`src/rtl/tacc_pkg.sv`:
```
package tacc_pkg;

  localparam int OUTCOME_W = 5;
  localparam int SYND_W    = 6;
  localparam int NUM_BANKS = 5;
  localparam int BANK_W    = $clog2(NUM_BANKS);

  // bit positions in the one-hot outcome
  localparam int OC_ALLOW = 0;
  localparam int OC_TRAP1 = 1;
  localparam int OC_TRAP2 = 2;
  localparam int OC_HYP   = 3;
  localparam int OC_UNDEF = 4;

  localparam logic [SYND_W-1:0] SYN_TIMER = 6'h03;
  localparam logic [SYND_W-1:0] SYN_ZERO  = 6'h00;

  typedef enum logic [2:0] {
    V_ALLOW = 3'd0,
    V_TRAP1 = 3'd1,
    V_TRAP2 = 3'd2,
    V_HYP   = 3'd3,
    V_UNDEF = 3'd4
  } verdict_e;

  typedef enum logic [BANK_W-1:0] {
    BANK_LOCAL   = 3'd0,
    BANK_SEC     = 3'd1,
    BANK_NSEC    = 3'd2,
    BANK_HYP_NS  = 3'd3,
    BANK_HYP_SEC = 3'd4
  } bank_e;

  // strobes from control to datapath
  typedef struct packed {
    logic [OUTCOME_W-1:0] outcome;
    logic [SYND_W-1:0]    syndrome;
    bank_e                bank;
  } accStrobes_t;

endpackage

```
`src/rtl/tacc_decide.sv`:
```
module tacc_decide
  import tacc_pkg::*;
(
  input  logic        accValid,
  input  logic [1:0]  curLevel,
  input  logic        el1Is32,
  input  logic        el2Is32,
  input  logic        el3Is32,
  input  logic        el2Enabled,
  input  logic        el3Present,
  input  logic        hostEl0,
  input  logic        hostEl2,
  input  logic        trapGeneral,
  input  logic        usrTimEn64,
  input  logic        usrTimEn32,
  input  logic        hypCntEn64,
  input  logic        hypCntEn32,
  input  logic        hostL1TimEn,
  input  logic        hostL0TimEn,
  input  logic        secureState,
  input  logic        hasSecEl2,
  input  logic        nsSelect,
  output accStrobes_t strobes
);

  // routing helpers
  logic routeToL2;
  logic hyp32Routed;
  logic legacyNsBank;

  // individual check failures
  logic usr64Miss;
  logic usr32Miss;
  logic cnt64Miss;
  logic hostTimMissL0;
  logic hostTimMissL1;
  logic hostUsrMiss;
  logic cnt32Miss;

  verdict_e          verdict;
  logic [SYND_W-1:0] synd;
  bank_e             bank;
  logic              isTrap;

  assign routeToL2     = el2Enabled && !el2Is32 && trapGeneral;
  assign hyp32Routed   = el2Enabled &&  el2Is32 && trapGeneral;
  assign legacyNsBank  = el3Present && el3Is32;

  assign usr64Miss     = !el1Is32 && !hostEl0 && !usrTimEn64;
  assign usr32Miss     =  el1Is32 && !usrTimEn32;
  assign cnt64Miss     = el2Enabled && !el2Is32 && !hostEl2 && !hypCntEn64;
  assign hostTimMissL0 = hostEl2 && !trapGeneral && !hostL1TimEn;
  assign hostTimMissL1 = hostEl2 && !hostL1TimEn;
  assign hostUsrMiss   = hostEl0 && !hostL0TimEn;
  assign cnt32Miss     = el2Enabled && el2Is32 && !hypCntEn32;

  // first-match priority chain per level
  always_comb begin
    verdict = V_ALLOW;
    synd    = SYN_ZERO;
    bank    = BANK_LOCAL;
    unique case (curLevel)
      2'd0: begin
        if (usr64Miss) begin
          verdict = routeToL2 ? V_TRAP2 : V_TRAP1;
          synd    = SYN_TIMER;
        end else if (usr32Miss) begin
          if (routeToL2) begin
            verdict = V_TRAP2;
            synd    = SYN_TIMER;
          end else if (hyp32Routed) begin
            verdict = V_HYP;
            synd    = SYN_ZERO;
          end else begin
            verdict = V_UNDEF;
          end
        end else if (cnt64Miss || hostTimMissL0 || hostUsrMiss) begin
          verdict = V_TRAP2;
          synd    = SYN_TIMER;
        end else if (cnt32Miss) begin
          verdict = V_HYP;
          synd    = SYN_TIMER;
        end else if (hostEl0 && secureState && hasSecEl2) begin
          bank = BANK_HYP_SEC;
        end else if (hostEl0 && !secureState) begin
          bank = BANK_HYP_NS;
        end else begin
          bank = BANK_LOCAL;
        end
      end
      2'd1: begin
        if (cnt64Miss || hostTimMissL1) begin
          verdict = V_TRAP2;
          synd    = SYN_TIMER;
        end else if (cnt32Miss) begin
          verdict = V_HYP;
          synd    = SYN_TIMER;
        end else begin
          bank = legacyNsBank ? BANK_NSEC : BANK_LOCAL;
        end
      end
      2'd2: begin
        bank = legacyNsBank ? BANK_NSEC : BANK_LOCAL;
      end
      default: begin
        bank = nsSelect ? BANK_NSEC : BANK_SEC;
      end
    endcase
  end

  assign isTrap = (verdict == V_TRAP1) || (verdict == V_TRAP2) || (verdict == V_HYP);

  always_comb begin
    strobes.outcome  = accValid ? (OUTCOME_W'(1) << verdict) : '0;
    strobes.syndrome = (accValid && isTrap) ? synd : SYN_ZERO;
    strobes.bank     = (accValid && verdict == V_ALLOW) ? bank : BANK_LOCAL;
  end


  always_comb begin
    outcome_onehot_chk: assert (accValid ? $onehot(strobes.outcome)
                                         : (strobes.outcome == '0));
  end


  always_comb begin
    if (strobes.outcome[OC_TRAP1] || strobes.outcome[OC_TRAP2])
      trap_synd_chk: assert (strobes.syndrome == SYN_TIMER);
  end


  always_comb begin
    if (!(strobes.outcome[OC_TRAP1] || strobes.outcome[OC_TRAP2] ||
          strobes.outcome[OC_HYP]))
      synd_clear_chk: assert (strobes.syndrome == SYN_ZERO);
  end


  always_comb begin
    if (accValid && curLevel >= 2'd2)
      upper_open_chk: assert (strobes.outcome[OC_ALLOW]);
  end


  always_comb begin
    if (!strobes.outcome[OC_ALLOW])
      bank_idle_chk: assert (strobes.bank == BANK_LOCAL);
  end

endmodule

```
`src/rtl/tacc_datapath.sv`:
```
module tacc_datapath
  import tacc_pkg::*;
#(
  parameter int DATA_W = 32,
  parameter int NB     = NUM_BANKS
) (
  input  accStrobes_t         strobes,
  input  logic                accWrite,
  input  logic [DATA_W-1:0]   wrData,
  input  logic [NB*DATA_W-1:0] bankRdData,
  output logic [NB-1:0]       bankWrEn,
  output logic [DATA_W-1:0]   bankWrData,
  output logic [DATA_W-1:0]   rdData,
  output logic                rdValid
);

  logic          granted;
  logic [NB-1:0] rdHit;

  assign granted    = strobes.outcome[OC_ALLOW];
  assign bankWrData = wrData;

  for (genvar b = 0; b < NB; b++) begin : g_bank
    logic sel;
    assign sel         = (strobes.bank == BANK_W'(b));
    assign bankWrEn[b] = granted &&  accWrite && sel;
    assign rdHit[b]    = granted && !accWrite && sel;
  end

  always_comb begin
    rdData = '0;
    for (int i = 0; i < NB; i++) begin
      if (rdHit[i]) rdData = rdData | bankRdData[i*DATA_W +: DATA_W];
    end
  end

  assign rdValid = |rdHit;


  always_comb begin
    wr_onehot_chk: assert ($onehot0(bankWrEn));
  end


  always_comb begin
    if (|bankWrEn)
      wr_grant_chk: assert (strobes.outcome[OC_ALLOW] && accWrite);
  end


  always_comb begin
    if (!rdValid)
      rd_quiet_chk: assert (rdData == '0);
  end


  always_comb begin
    if (rdValid)
      rd_grant_chk: assert (strobes.outcome[OC_ALLOW] && !accWrite);
  end

endmodule

```
`src/rtl/timer_access_gate.sv`:
```
module timer_access_gate
  import tacc_pkg::*;
#(
  parameter int DATA_W = 32
) (
  input  logic                          accValid,
  input  logic                          accWrite,
  input  logic [1:0]                    curLevel,
  input  logic                          el1Is32,
  input  logic                          el2Is32,
  input  logic                          el3Is32,
  input  logic                          el2Enabled,
  input  logic                          el3Present,
  input  logic                          hostEl0,
  input  logic                          hostEl2,
  input  logic                          trapGeneral,
  input  logic                          usrTimEn64,
  input  logic                          usrTimEn32,
  input  logic                          hypCntEn64,
  input  logic                          hypCntEn32,
  input  logic                          hostL1TimEn,
  input  logic                          hostL0TimEn,
  input  logic                          secureState,
  input  logic                          hasSecEl2,
  input  logic                          nsSelect,
  input  logic [DATA_W-1:0]             wrData,
  input  logic [NUM_BANKS*DATA_W-1:0]   bankRdData,
  output logic [OUTCOME_W-1:0]          outcome,
  output logic [SYND_W-1:0]             syndrome,
  output logic [BANK_W-1:0]             bankSel,
  output logic [NUM_BANKS-1:0]          bankWrEn,
  output logic [DATA_W-1:0]             bankWrData,
  output logic [DATA_W-1:0]             rdData,
  output logic                          rdValid
);

  accStrobes_t strobes;

  tacc_decide u_decide (
    .accValid    (accValid),
    .curLevel    (curLevel),
    .el1Is32     (el1Is32),
    .el2Is32     (el2Is32),
    .el3Is32     (el3Is32),
    .el2Enabled  (el2Enabled),
    .el3Present  (el3Present),
    .hostEl0     (hostEl0),
    .hostEl2     (hostEl2),
    .trapGeneral (trapGeneral),
    .usrTimEn64  (usrTimEn64),
    .usrTimEn32  (usrTimEn32),
    .hypCntEn64  (hypCntEn64),
    .hypCntEn32  (hypCntEn32),
    .hostL1TimEn (hostL1TimEn),
    .hostL0TimEn (hostL0TimEn),
    .secureState (secureState),
    .hasSecEl2   (hasSecEl2),
    .nsSelect    (nsSelect),
    .strobes     (strobes)
  );

  tacc_datapath #(
    .DATA_W (DATA_W),
    .NB     (NUM_BANKS)
  ) u_datapath (
    .strobes    (strobes),
    .accWrite   (accWrite),
    .wrData     (wrData),
    .bankRdData (bankRdData),
    .bankWrEn   (bankWrEn),
    .bankWrData (bankWrData),
    .rdData     (rdData),
    .rdValid    (rdValid)
  );

  assign outcome  = strobes.outcome;
  assign syndrome = strobes.syndrome;
  assign bankSel  = strobes.bank;

endmodule

```
`config.mk`:
```
export PLATFORM = sky130hd
export DESIGN_NAME = timer_access_gate
export DESIGN_NICKNAME = d
export VERILOG_FILES = /design/src/rtl/tacc_pkg.sv /design/src/rtl/tacc_decide.sv /design/src/rtl/tacc_datapath.sv /design/src/rtl/timer_access_gate.sv
export SDC_FILE = /design/constraint.sdc
export NUM_CORES = 1
export LEC_CHECK = 0
export ABC_AREA = 0
export BUFFER_PORTS_ARGS = -buffer_cell sky130_fd_sc_hd__buf_2
export CORE_AREA = 2 2 116 118
export DETAILED_ROUTE_END_ITERATION = 6
export DIE_AREA = 0 0 118 120
export SYNTH_ARGS = -nofsm -noshare
export SYNTH_HDL_FRONTEND = slang
export SYNTH_SLANG_ARGS = --single-unit
export TNS_END_PERCENT = 10
```
`constraint.sdc`:
```
create_clock -name vclk -period 2.5
set_clock_uncertainty 0.1 [all_clocks]
set_input_delay 0.125 -clock vclk [all_inputs]
set_output_delay 0.125 -clock vclk [all_outputs]
set_load 0.005 [all_outputs]
```
==> results of run 1 <==
==> synth_stat cells (all sizes together) <==
cell type	instances
a21o	1
a21oi	2
a222oi	32
a22oi	32
a41oi	1
and2	2
and3	8
and3b	1
buf	45
clkbuf	15
conb	1
inv	4
nand2	9
nand2b	3
nand3	2
nand3b	2
nand4	1
nor2	7
nor2b	1
nor3	5
nor3b	1
nor4	1
o211ai	1
o21a	2
o21ai	5
o221ai	1
o22ai	32
o311ai	1
o31a	1
o41ai	1
or2	1
or3	2
or4b	1
==> kinds of logic (layout without fill, tap and decap cells) <==
logic type,count (synthesis),after routing,share of synthesized area (%)
other,1,4,0.235
and+or+nand+nor,47,47,17.8
buffers and inverters,64,250,25.5
AOI/OAI and AO/OA,112,112,56.4
==> per-layer routing <==
layer | GRT usage (%) | vias up | part of all wire, %
li1 | - | 1294 | -
met1 | 15.2 | 1278 | 38
met2 | 24.5 | 193 | 53
met3 | 1.52 | 6 | 8.2
met4 | 1.58 | 0 | 0.96
met5 | 0 | - | 0
==> power by group through the flow <==
stage / Sequential [mW] / Combinational (mW) / Clock [mW]
6_report: 0 / 0.444 / 0
3_3_place_gp: 0 / 0.433 / 0
2_1_floorplan: 0 / 0.225 / 0
4_1_cts: 0 / 0.435 / 0
3_5_place_dp: 0 / 0.434 / 0
5_1_grt: 0 / 0.486 / 0
==> area by class of cell <==
class,count,share of cell area (%)
Timing Repair Buffer,246,47.4
Multi-Input combinational cell,163,44.2
Tap cell,176,7.89
Inverter,4,0.538
==> layout by cell type (no fill, tap or decap), types with 2 or more instances in the layout <==
cell type and n:
buf_2 229, a222oi_1 32, a22oi_1 32, o22ai_1 31, buf_4 13, nand2_1 9, and3_1 8, nor2_1 6
o21ai_0 4, conb_1 4, buf_12 4, inv_1 3, nand2b_1 3, nor3_1 3, nand3b_1 2, a21oi_1 2
or3_1 2, nor3_4 2, and2_1 2, o21a_1 2
==> worst paths after layout <==
check              to  slack (ns)  depth (start not counted)
min    bankWrData[12]        0.15                          0
max         rdData[8]        0.11                         10
==> per-stage QoR <==
stage          std cells  setup WS [ns]  power (mW)  hold slack [ns]
6_report             589          0.105       0.444            0.150
5_1_grt              589        0.00973       0.486            0.150
4_1_cts              587         0.0111       0.435            0.150
3_5_place_dp         587         0.0285       0.434            0.150
3_3_place_gp         587         0.0869       0.433            0.150
2_1_floorplan        227          0.501       0.225            0.231
==> what timing repair did <==
action / 4_1_cts / 5_1_grt
hold endpoints to repair: 0 / 0
endpoints found under the setup margin: 0 / 7
resized for setup: 0 / 1
setup buffers: 0 / 2
==> summary.txt, run 1 <==
Final layout
  – Filler Cells Inserted: 1,503
  – Nets: 628
  – Syn-to-layout area delta: 75.1%
  – Final core occ: 21.5%
  – Register Area: 0 µm²
  – Layout cell share with drive strength beyond 1: 62.0%
  – Area of the multi-input gates: 0.00123 mm²
  – Final std cell area, no fill: 0.00279 mm²
  – Clock buffers: 0
  – Sequential cells: 0
  – N_diodes: 0

Clocking
  – Hold buffer count at CTS: 0

Route
  – DRC errors left: 0
  – Post-route ant nets: 0
  – Post-Route WL: 9.83 mm
  – First-pass detailed-route iteration total: 5
  – DR vias: 2,771
  – WL per Instance: 16.7 µm
  – Starting DRC count in detailed routing: 250
  – Vias per std cell: 4.70

Critical path
  – Cell breakdown of the critical path: buf_2, or4b_4, o211ai_4, nor3_4, nor4_4, buf_12, buf_4, a222oi_1, o22ai_1, buf_2
  – CP Buf/Inv Count: 4
  – Worst EP arrival: 2.17 ns
  – Max incr delay on CP: 0.57 ns
  – Setup crit end kind: output port
  – CP startpoint: hostEl2
  – Slowest stage cell, crit path: or4b_4
  – Startpoint Class: input port
  – Delay-heaviest family, CP: simple AND/OR/NAND/NOR gates
  – Worst EP required: 2.28 ns
  – Most repeated library cell on the critical path: buf_2
  – CP Class: in2out
  – Max FO, Critical Path: 9

Die
  – Die extent in x: 118 µm
  – Std-Cell Rows: 42
  – Core area: 0.0130 mm²
  – Starting Density: 12.3%
  – Die area: 0.0142 mm²
  – DIE HEIGHT: 120 µm
  – I/O pin count: 297

Power and ir drop
  – Leak Pwr: 1.45 nW
  – Pwr dens: 159 mW/mm²
  – IR drop worst, VDD: 0.0414 mV
  – Net Sw Frac: 48.0%
  – Sequential share of power: 0%
  – Int Pwr: 0.231 mW
  – Clock network power share: 0%
  – Gate power share: 100.0%
  – Sw Pwr: 0.213 mW

Place
  – PortBufs: 229
  – Routability Congestion: 0.815
  – Final HPWL DP: 8.03 mm
  – Placed instance area: 0.00276 mm²

STA
  – Final TNS setup: 0 ns
  – Final hold vios: 0
  – RSZ-0062 raised after global routing: false
  – Fmax: 418 MHz
  – Tmin final: 2.39 ns
  – Tcrit/Tclk final: 95.8%
  – Final setup fails: 0
  – Final Max Slew Viols: 0

Logic synthesis
  – Syn Area/Cell: 7.12 µm²
  – Cells after synthesis: 224
  – Share of Yosys cell area claimed by the top area cell type: 20.1%
  – Yosys warning total: 0
  – Mapped Area: 0.00159 mm²
  – Post-synth cell types: 40
  – Largest cells by area after synthesis: a222oi_1 (20%), buf_4 (17%), a22oi_1 (15%), o22ai_1 (12%), clkbuf_1 (3.5%)
  – Sequential area share after synthesis: 0%
  – Synth area leader: a222oi_1

Run
  – Max cap viols: 0

Worst hold path
  – Worst min-delay path category: in2out
  – Hold path startpoint: wrData[12]

GRT
  – First-pass GRT wire length: 14.4 mm
  – Initial antenna violation count: 0
  – Vias in the first global route: 2,634
  – Largest net degree at the start of global routing: 36
  – GRT Resource Usage Total: 12.6%
  – GRT Residual Overflow: 0

Run status
  – Outcome: finished clean
Note: power is estimated with default switching activity, not from simulation.
==> run 2, diff against run 1 <==
--- a/config.mk
+++ b/config.mk
@@ -6,7 +6,7 @@
 export NUM_CORES = 1
 export LEC_CHECK = 0
 export ABC_AREA = 0
-export BUFFER_PORTS_ARGS = -buffer_cell sky130_fd_sc_hd__buf_2
+export BUFFER_PORTS_ARGS = -buffer_cell sky130_fd_sc_hd__buf_4
 export CORE_AREA = 2 2 116 118
 export DETAILED_ROUTE_END_ITERATION = 6
 export DIE_AREA = 0 0 118 120
==> run 2 against run 1 <==
Compared with the run above:
- core utilization grew 4.0 points
- non-clock buffer count shrank 3
- via count grew 2.8%
- setup slack improved by 0.0054 ns
- design area is 19% higher
- combinational power up 19%
- maximum frequency grew 0.23%
- critical path depth decreased by 1
- first-iteration DRC count is 12% higher
- power rose by 19%
- sequential share of layout area unchanged
- flip-flop and latch count unchanged
- critical endpoint is now rdData[27]
- largest power group unchanged
==> summary.txt, run 2 (synthesis results as in run 1) <==
Power and ir drop
  – Pwr dens: 160 mW/mm² (was 159 mW/mm²)
  – Leak Pwr: 1.59 nW (was 1.45 nW)
  – Int Pwr: 0.313 mW (was 0.231 mW)
  – Clock network power share: 0% (about the same)
  – Sw Pwr: 0.217 mW (was 0.213 mW)
  – Sequential share of power: 0% (about the same)
  – IR drop worst, VDD: 0.0495 mV (was 0.0414 mV)
  – Power, Total: 0.529 mW (was 0.444 mW)
  – Gate power share: 100.0% (about the same)
  – Net Sw Frac: 40.9% (was 48.0%)

Final layout
  – Layout cell share with drive strength beyond 1: 61.7% (was 62.0%)
  – Area of the multi-input gates: 0.00122 mm² (was 0.00123 mm²)
  – Clock buffers: 0 (unchanged)
  – Sequential cells: 0 (unchanged)
  – Commonest non-fill, non-tap cell in the layout: buf_4 (was buf_2)
  – Filler Cells Inserted: 1,442 (was 1,503)
  – Nets: 625 (was 628)
  – Final non-filler cell total: 586 (was 589)
  – Register Area: 0 µm² (unchanged)
  – Final std cell area, no fill: 0.00331 mm² (was 0.00279 mm²)
  – Most frequent cells in the layout: buf_4 (241), a222oi_1 (32), a22oi_1 (32) (was buf_2 (229), a222oi_1 (32), a22oi_1 (32))
  – Syn-to-layout area delta: 108% (was 75.1%)
  – Final core occ: 25.5% (was 21.5%)
  – N_diodes: 0 (unchanged)

GRT
  – Vias in the first global route: 2,749 (was 2,634)
  – GRT Residual Overflow: 0 (unchanged)
  – Met2 Resource Use GR: 25.1% (was 24.5%)
  – Initial antenna violation count: 0 (unchanged)
  – Global routing's busiest layer: met2 (unchanged)
  – Routing usage on met3: 2.23% (was 1.52%)
  – Largest net degree at the start of global routing: 36 (unchanged)
  – Met1 usage: 14.3% (was 15.2%)
  – First-pass GRT wire length: 14.7 mm (was 14.4 mm)
  – GRT Resource Usage Total: 12.7% (was 12.6%)

Worst hold path
  – Worst hold path depth: 0 (unchanged)
  – Hold path endpoint: bankWrData[12] (unchanged)
  – Hold path startpoint: wrData[12] (unchanged)
  – Worst min-delay path category: in2out (unchanged)

Route
  – Vias per std cell: 4.86 (was 4.70)
  – Starting DRC count in detailed routing: 279 (was 250)
  – WL per Instance: 17.3 µm (was 16.7 µm)
  – DR vias: 2,848 (was 2,771)
  – DRC errors left: 0 (unchanged)
  – Post-route ant nets: 0 (unchanged)
  – First-pass detailed-route iteration total: 7 (was 5)
  – Post-Route WL: 10.1 mm (was 9.83 mm)

STA
  – Final setup fails: 0 (unchanged)
  – RSZ-0062 raised after global routing: false (unchanged)
  – Tcrit/Tclk final: 95.6% (was 95.8%)
  – Final hold vios: 0 (unchanged)
  – Hold slack final: 0.150 ns (unchanged)
  – Fmax: 419 MHz (was 418 MHz)
  – Final Worst Setup Slack: 0.111 ns (was 0.105 ns)
  – Tmin final: 2.39 ns (about the same)
  – Final TNS setup: 0 ns (unchanged)
  – Final Max Slew Viols: 0 (unchanged)

Critical path
  – CP startpoint: hostEl2 (unchanged)
  – Cell breakdown of the critical path: buf_4, or4b_4, o211ai_2, nor3_4, nor4_4, buf_4, a222oi_1, o22ai_1, buf_4 (was buf_2, or4b_4, o211ai_4, nor3_4, nor4_4, buf_12, buf_4, a222oi_1, o22ai_1, buf_2)
  – Setup crit end kind: output port (unchanged)
  – Delay-heaviest family, CP: simple AND/OR/NAND/NOR gates (unchanged)
  – Max incr delay on CP: 0.56 ns (was 0.57 ns)
  – Most repeated library cell on the critical path: buf_4 (was buf_2)
  – Max FO, Critical Path: 13 (was 9)
  – Worst EP arrival: 2.16 ns (was 2.17 ns)
  – CP Class: in2out (unchanged)
  – CP Buf/Inv Count: 3 (was 4)
  – Worst EP required: 2.28 ns (about the same)
  – Startpoint Class: input port (unchanged)
  – Slowest stage cell, crit path: or4b_4 (unchanged)

Clocking
  – Hold buffer count at CTS: 0 (unchanged)
  – CTS resizes: 0 (unchanged)
  – Post-CTS Setup Bufs: 0 (unchanged)

Run
  – Max cap viols: 0 (unchanged)

Place
  – Placed instance area: 0.00331 mm² (was 0.00276 mm²)
  – Inst Count DP: 586 (was 587)
  – PortBufs: 229 (unchanged)
  – Place WS: 0.128 ns (was 0.0285 ns)
  – Routability Congestion: 0.812 (was 0.815)
  – Final HPWL DP: 8.53 mm (was 8.03 mm)

Die
  – DIE HEIGHT: 120 µm (unchanged)
  – Starting Density: 12.3% (unchanged)
  – Die extent in x: 118 µm (unchanged)
  – Die area: 0.0142 mm² (unchanged)
  – Std-Cell Rows: 42 (unchanged)
  – I/O pin count: 297 (unchanged)
  – Core area: 0.0130 mm² (unchanged)

Run status
  – Outcome: finished clean (unchanged)
==> run 2: cell count changes in the layout (fill, tap and decap cells not counted), sizes merged <==
cell / change
buf: -3
==> run 2: final cells by class <==
cell class / count / area share [%]
repair buffers: 243 / 55.9
inverters: 4 / 0.454
well taps: 176 / 6.66
multi-input cells: 163 / 37.0
==> run 2: power groups by stage <==
stage | clock (mW) | combinational, mW | sequential (mW)
final | 0 | 0.529 | 0
after floorplan | 0 | 0.225 | 0
after global placement | 0 | 0.519 | 0
after CTS | 0 | 0.528 | 0
after detailed placement | 0 | 0.526 | 0
after global routing | 0 | 0.563 | 0
==> run 2: worst max-delay path by stage <==
| stage | depth (start not counted) | end | slack (ns) |
|---|---|---|---|
| after floorplan | 7 | rdData[10] | 0.50 |
| after global placement | 9 | rdData[31] | 0.17 |
| after detailed placement | 9 | rdData[27] | 0.13 |
| after CTS | 9 | rdData[27] | 0.10 |
| after global routing | 9 | rdData[27] | 0.03 |
| final | 9 | rdData[27] | 0.11 |
==> run 2: layer usage <==
layer	up-vias	share of wire (%)	wire length [µm]
li1	1287	-	-
met1	1329	35	3590
met2	222	53	5360
met3	10	10	1010
met4	0	1.7	175
met5	-	0	0
